==> src/rtl/tick8_pkg.sv <==
package tick8_pkg;

  localparam logic [2:0] ADDR_CNT  = 3'd0;
  localparam logic [2:0] ADDR_CMPA = 3'd1;
  localparam logic [2:0] ADDR_CMPB = 3'd2;
  localparam logic [2:0] ADDR_CTRL = 3'd3;
  localparam logic [2:0] ADDR_STAT = 3'd4;

  // control register bit positions
  localparam int CTL_IE_A   = 7;
  localparam int CTL_IE_OVF = 6;
  localparam int CTL_CLR_HI = 5;
  localparam int CTL_CLR_LO = 4;
  localparam int CTL_EXTLVL = 3;

  typedef enum logic [1:0] {
    CLR_NONE = 2'b00,
    CLR_CMPA = 2'b01,
    CLR_CMPB = 2'b10,
    CLR_EXT  = 2'b11
  } clrSel_e;

  typedef struct packed {
    logic clrExt;
    logic clrMatch;
    logic incCnt;
    logic setOvf;
    logic setB;
    logic setA;
  } tmrStrobe_t;

endpackage

==> src/rtl/tick8_ctrl.sv <==
module tick8_ctrl
  import tick8_pkg::*;
#(
  parameter int SYNC_STAGES = 2
) (
  input  logic       clk,
  input  logic       rstN,
  input  logic       countEn,
  input  logic       extRst,
  input  logic       cntWrite,
  input  logic       matchA,
  input  logic       matchB,
  input  logic       cntAtMax,
  input  clrSel_e    clrSel,
  input  logic       extLevel,
  output tmrStrobe_t strb
);

  logic [SYNC_STAGES-1:0] syncQ;
  logic                   extNow;
  logic                   extPrev;
  logic                   extHit;
  logic                   matchHit;

  always_ff @(posedge clk) begin
    if (!rstN) begin
      syncQ   <= '0;
      extPrev <= 1'b0;
    end else begin
      syncQ   <= {syncQ[SYNC_STAGES-2:0], extRst};
      extPrev <= extNow;
    end
  end

  assign extNow = syncQ[SYNC_STAGES-1];

  always_comb begin
    extHit   = (clrSel == CLR_EXT) && (extLevel ? extNow : (extNow && !extPrev));
    matchHit = countEn && (((clrSel == CLR_CMPA) && matchA) ||
                           ((clrSel == CLR_CMPB) && matchB));
    strb.clrExt   = extHit;
    strb.clrMatch = matchHit && !extHit && !cntWrite;
    strb.incCnt   = countEn && !extHit && !cntWrite && !matchHit;
    strb.setOvf   = countEn && !extHit && !cntWrite && !matchHit && cntAtMax;
    strb.setA     = countEn && matchA;
    strb.setB     = countEn && matchB;
  end

endmodule

==> src/rtl/tick8_dpath.sv <==
module tick8_dpath
  import tick8_pkg::*;
#(
  parameter int W = 8
) (
  input  logic         clk,
  input  logic         rstN,
  input  tmrStrobe_t   strb,
  input  logic [2:0]   regAddr,
  input  logic         regWr,
  input  logic         regRd,
  input  logic [W-1:0] regWdata,
  output logic [W-1:0] regRdata,
  output logic         cntWrite,
  output logic         matchA,
  output logic         matchB,
  output logic         cntAtMax,
  output clrSel_e      clrSel,
  output logic         extLevel,
  output logic         irqCmpA,
  output logic         irqOvf
);

  localparam int NFLAG = 3;

  logic [W-1:0]     cntQ;
  logic [W-1:0]     cmpAQ;
  logic [W-1:0]     cmpBQ;
  logic [W-1:0]     ctrlQ;
  logic [NFLAG-1:0] flagQ;
  logic [NFLAG-1:0] armedQ;
  logic [NFLAG-1:0] setVec;
  logic             statWr;
  logic             statRd;

  assign cntWrite = regWr && (regAddr == ADDR_CNT);
  assign statWr   = regWr && (regAddr == ADDR_STAT);
  assign statRd   = regRd && (regAddr == ADDR_STAT);
  assign setVec   = {strb.setOvf, strb.setB, strb.setA};

  always_ff @(posedge clk) begin
    if (!rstN)                cntQ <= '0;
    else if (strb.clrExt)     cntQ <= '0;
    else if (cntWrite)        cntQ <= regWdata;
    else if (strb.clrMatch)   cntQ <= '0;
    else if (strb.incCnt)     cntQ <= cntQ + 1'b1;
  end

  always_ff @(posedge clk) begin
    if (!rstN) begin
      cmpAQ <= '0;
      cmpBQ <= '0;
      ctrlQ <= '0;
    end else if (regWr) begin
      if (regAddr == ADDR_CMPA) cmpAQ <= regWdata;
      if (regAddr == ADDR_CMPB) cmpBQ <= regWdata;
      if (regAddr == ADDR_CTRL) ctrlQ <= regWdata;
    end
  end

  for (genvar i = 0; i < NFLAG; i++) begin : gFlag
    logic clrNow;
    assign clrNow = statWr && !regWdata[i] && armedQ[i];
    always_ff @(posedge clk) begin
      if (!rstN) begin
        flagQ[i]  <= 1'b0;
        armedQ[i] <= 1'b0;
      end else begin
        if (setVec[i])   flagQ[i] <= 1'b1;
        else if (clrNow) flagQ[i] <= 1'b0;
        if (statRd && flagQ[i]) armedQ[i] <= 1'b1;
        else if (clrNow)        armedQ[i] <= 1'b0;
      end
    end
  end

  assign matchA   = (cntQ == cmpAQ);
  assign matchB   = (cntQ == cmpBQ);
  assign cntAtMax = &cntQ;
  assign clrSel   = clrSel_e'(ctrlQ[CTL_CLR_HI:CTL_CLR_LO]);
  assign extLevel = ctrlQ[CTL_EXTLVL];
  assign irqCmpA  = flagQ[0] && ctrlQ[CTL_IE_A];
  assign irqOvf   = flagQ[2] && ctrlQ[CTL_IE_OVF];

  always_comb begin
    case (regAddr)
      ADDR_CNT:  regRdata = cntQ;
      ADDR_CMPA: regRdata = cmpAQ;
      ADDR_CMPB: regRdata = cmpBQ;
      ADDR_CTRL: regRdata = ctrlQ;
      ADDR_STAT: regRdata = {{(W-NFLAG){1'b0}}, flagQ};
      default:   regRdata = '0;
    endcase
  end

endmodule

==> src/rtl/tick8_timer.sv <==
module tick8_timer
  import tick8_pkg::*;
#(
  parameter int W           = 8,
  parameter int SYNC_STAGES = 2
) (
  input  logic         clk,
  input  logic         rstN,
  input  logic         countEn,
  input  logic         extRst,
  input  logic [2:0]   regAddr,
  input  logic         regWr,
  input  logic         regRd,
  input  logic [W-1:0] regWdata,
  output logic [W-1:0] regRdata,
  output logic         irqCmpA,
  output logic         irqOvf
);

  tmrStrobe_t strb;
  logic       cntWrite;
  logic       matchA;
  logic       matchB;
  logic       cntAtMax;
  clrSel_e    clrSel;
  logic       extLevel;

  tick8_ctrl #(.SYNC_STAGES(SYNC_STAGES)) uCtrl (
    .clk(clk), .rstN(rstN), .countEn(countEn), .extRst(extRst),
    .cntWrite(cntWrite), .matchA(matchA), .matchB(matchB),
    .cntAtMax(cntAtMax), .clrSel(clrSel), .extLevel(extLevel), .strb(strb)
  );

  tick8_dpath #(.W(W)) uDpath (
    .clk(clk), .rstN(rstN), .strb(strb), .regAddr(regAddr), .regWr(regWr),
    .regRd(regRd), .regWdata(regWdata), .regRdata(regRdata),
    .cntWrite(cntWrite), .matchA(matchA), .matchB(matchB),
    .cntAtMax(cntAtMax), .clrSel(clrSel), .extLevel(extLevel),
    .irqCmpA(irqCmpA), .irqOvf(irqOvf)
  );

endmodule

==> config.mk <==
export PLATFORM = sky130hd
export DESIGN_NAME = tick8_timer
export DESIGN_NICKNAME = d
export VERILOG_FILES = /design/src/rtl/tick8_pkg.sv /design/src/rtl/tick8_ctrl.sv /design/src/rtl/tick8_dpath.sv /design/src/rtl/tick8_timer.sv
export SDC_FILE = /design/constraint.sdc
export NUM_CORES = 1
export LEC_CHECK = 0
export BUFFER_PORTS_ARGS = -buffer_cell sky130_fd_sc_hd__buf_4
export CAP_MARGIN = 0
export CELL_PAD_IN_SITES_DETAIL_PLACEMENT = 0
export CELL_PAD_IN_SITES_GLOBAL_PLACEMENT = 2
export CORE_MARGIN = 2
export CORE_UTILIZATION = 38
export DETAILED_ROUTE_END_ITERATION = 16
export GPL_ROUTABILITY_DRIVEN = 0
export PLACE_DENSITY_LB_ADDON = 0.1
export SLEW_MARGIN = 25
export SYNTH_ARGS = -nofsm -noshare
export SYNTH_HDL_FRONTEND = slang
export SYNTH_SLANG_ARGS = --single-unit
==> constraint.sdc <==
create_clock -name clk -period 2.23 [get_ports clk]
set_input_delay 0.3345 -clock clk [delete_from_list [all_inputs] [get_ports clk]]
set_output_delay 0.3345 -clock clk [all_outputs]
set_load 0.1 [all_outputs]
==> impl_metrics.csv <==
group,metric,value,unit
run_status,status,"finished, final reports clean",
logic_synthesis,ys_seq_elements,41,
timing,drv_slew,0,
drt,drcViolationCount,0,
drt,vias_per_cell,5.25,
logic_synthesis,netlist_area,2350,um^2
logic_synthesis,avgSynthCellArea,8.57,um^2
worst_setup_path,slowest_delay,0.48,ns
grt,antenna_found_initial,0,
power,powerDensity,569,nW/um^2
worst_setup_path,critPathLaunchType,"register",
logic_synthesis,ys.flop_type,"dfxtp_1",
place,hpwl,4.58,mm
worst_setup_path,cp_num_buf_inv,1,
drt,dr.first_iter.drc_count,75,
clock_tree,cts_root_buf,"clkbuf_8",
die,initial_core_util,39.4,%
die,num_rows,28,
final_layout,final_util,44.5,%
grt,grt_overflow_total,0,
clock_tree,clk_path_buf_depth,2,
drt,drt-total-wl,6.43,mm
clock_tree,cts_hold_buffers,0,
logic_synthesis,yosys-top-cells-area,"dfxtp_1, nand2_1, xnor2_1, a21boi_0, mux4_2",
worst_setup_path,slowest_stage,"mux4_2",
die,dieArea,6830,um^2
clock_tree,clk-insertion-delay-late,0.29,ns
grt,grt_max_degree,37,
worst_setup_path,end_kind,"output pin",
power,switchingPower,0.000436,W
timing,fin_skew,0.00995,ns
timing,rsz0062_at_grt,"false",
min_path,hold_class,"input port to register",
power,p_comb_share,16.2,%
logic_synthesis,synthArstFlopShare,0,%
worst_setup_path,path_depth,3,
timing,max_freq,0.518,GHz
grt,grt_pass1_wl,10.2,mm
timing,min_period_over_period,86.6,%
power,internal_power,0.00107,W
power,worst_ir_drop_vdd,0.231,mV
place,numPlacedInstances,358,
timing,setup_tns,0,ns
clock_tree,numCtsBuffers,5,
logic_synthesis,syn_inst,274,
die,coreArea,5960,um^2
clock_tree,cts_max_level,2,
final_layout,diodes,0,
min_path,holdPathStages,2,
place,portBuffers,26,
logic_synthesis,synth-edff-count,0,
die,die_y,82.6,um
clock_tree,clkSinkCount,41,
timing,fin_crit,1.93,ns
worst_setup_path,crit_required,1.90,ns
logic_synthesis,synth_top_area_share,34.9,%
power,leakage,0.953,nW
final_layout,area_delta_synth_final,12.9,%
grt,grtUsageTotal,21.0,%
clock_tree,post_cts_resized,0,
final_layout,final_net_count,308,
clock_tree,post-cts-setup-buffers,0,
power,p_sw_share,28.9,%
logic_synthesis,syn_nets,292,
worst_setup_path,critPathMaxFanout,7,
logic_synthesis,yosysWarnings,0,
drt,ant_nets,0,
final_layout,finalNonFillerCells,366,
timing,hold_violations,0,
drt,dr.pass1.iters,4,
worst_setup_path,setup.worst_path.class,"register to output pin",
worst_setup_path,cp_top_family,"multiplexers",
worst_setup_path,cp_cell_sequence,"mux4_2 -> nor2b_2 -> buf_4",
logic_synthesis,yosysUniqueCellTypes,35,
timing,maxSlewHeadroom,54.6,%
final_layout,drive_gt1_share,19.2,%
die,ios,27,
logic_synthesis,yosysTopAreaCell,"dfxtp_1",
worst_setup_path,rr_worst_depth,5,
job,maxCapViolCount,0,
clock_tree,cts_tree,"built",
logic_synthesis,seq_area_frac_synth,34.9,%
power,pwr-share-seq,52.1,%
worst_setup_path,arrival,1.60,ns
timing,worst_slew_pin_slew,0.676,ns
timing,setup_violations,0,
drt,vias,1921,
drt,routedWlPerCell,17.6,um
die,die_w,82.6,um
grt,grt_pass1_vias,1832,
clock_tree,path_clk_slew,0.08,ns
power,p_clk_share,31.7,%
-- routing by layer --
| metal | routed length, um | vias up | share of wire, % | global-route usage, % |
|---|---|---|---|---|
| met5 | 0 | - | 0 | 0 |
| met4 | 84 | 0 | 1.3 | 6.39 |
| met3 | 219 | 6 | 3.4 | 4.02 |
| met2 | 3010 | 34 | 47 | 33.6 |
| met1 | 3120 | 906 | 49 | 28.8 |
| li1 | - | 975 | - | - |
-- Yosys cell counts, drive strengths merged, types with 2 or more instances --
master and number:
nand2 46, dfxtp 41, nor2b 20, a21boi 19, xnor2 19, nand3 15
nor2 15, buf 13, and3 12, mux2i 12, a21oi 10, o21ai 9
clkbuf 8, and2 6, mux4 6, o22ai 6, nand4 4, xor2 3
a22oi 2, o32ai 2
-- stage by stage --
| step | cell area [um^2] | power (W) | hold WS, ns | worst slack [ns] |
|---|---|---|---|---|
| 5_1_grt | 2650 | 0.00158 | 0.251 | 0.241 |
| 3_3_place_gp | 2570 | 0.00105 | 0.416 | 0.379 |
| 3_5_place_dp | 2570 | 0.00105 | 0.418 | 0.373 |
| 2_1_floorplan | 2370 | 0.000967 | 0.412 | -0.467 |
| 4_1_cts | 2650 | 0.00153 | 0.240 | 0.288 |
| 6_report | 2650 | 0.00151 | 0.249 | 0.298 |
-- power by group through the flow --
stage          clock, W  combinational, W  sequential, W
2_1_floorplan         0          0.000183       0.000783
3_3_place_gp          0          0.000246       0.000803
3_5_place_dp          0          0.000247       0.000803
4_1_cts        0.000494          0.000247       0.000785
5_1_grt        0.000521          0.000271       0.000789
6_report       0.000478          0.000245       0.000786
-- cell usage in the layout (no fill, tap or decap) --
cell type and n:
a21boi_0 19, a21oi_1 10, a22o_1 1, a22oi_1 2, and2_1 6, and3_1 12
buf_4 30, clkbuf_1 1, clkbuf_8 5, clkinv_2 2, dfxtp_1 41, ha_1 1
inv_1 1, mux2i_1 12, mux4_2 6, nand2_1 46, nand3_1 15, nand4_1 4
nand4bb_1 1, nor2_1 13, nor2_4 1, nor2_8 1, nor2b_1 14, nor2b_2 6
o21a_1 1, o21ai_0 4, o21ai_1 2, o21ai_2 3, o22ai_1 6, o32ai_1 1
o32ai_2 1, or2_2 1, xnor2_1 19, xor2_1 3
-- cells by family (layout without fill, tap and decap cells) --
family	count (synthesis)	in the layout	synth area share, %
AO/OA/AOI/OAI	50	50	14.3
XOR/XNOR	22	22	8.20
adder cells (fa/ha/maj)	1	1	0.533
buffers and inverters	22	39	5.17
flip-flops	41	41	34.9
multiplexers	18	18	10.9
AND/OR/NAND/NOR	120	120	26.0
-- path summary, 6_finish.rpt --
kind | from | to | slack, ns
max reg2reg | uDpath.cntQ[6] | uDpath.cntQ[6] | 0.45
min | extRst | uCtrl.syncQ[0] | 0.25
min reg2reg | uCtrl.syncQ[0] | uCtrl.syncQ[1] | 0.44
max | uDpath.cntQ[6] | regRdata[6] | 0.30
-- state kept, by name, indices dropped and copies added, names as in the netlist --
register / flops
uDpath.cmpAQ: 8
uDpath.cmpBQ: 8
uDpath.cntQ: 8
uDpath.ctrlQ: 8
uDpath.armedQ: 3
uDpath.flagQ: 3
uCtrl.syncQ: 2
uCtrl.extPrev: 1
-- cell type report --
| cell class | count | area [um^2] |
|---|---|---|
| Tap cell | 75 | 93.8 |
| Fill cell | 629 | 3300 |
| Sequential cell | 41 | 821 |
| Multi-Input combinational cell | 211 | 1430 |
| Clock buffer | 6 | 72.6 |
| Clock inverter | 2 | 10.0 |
| Timing Repair Buffer | 30 | 225 |
| Inverter | 1 | 3.75 |
Note: power is estimated with default switching activity, not from simulation.
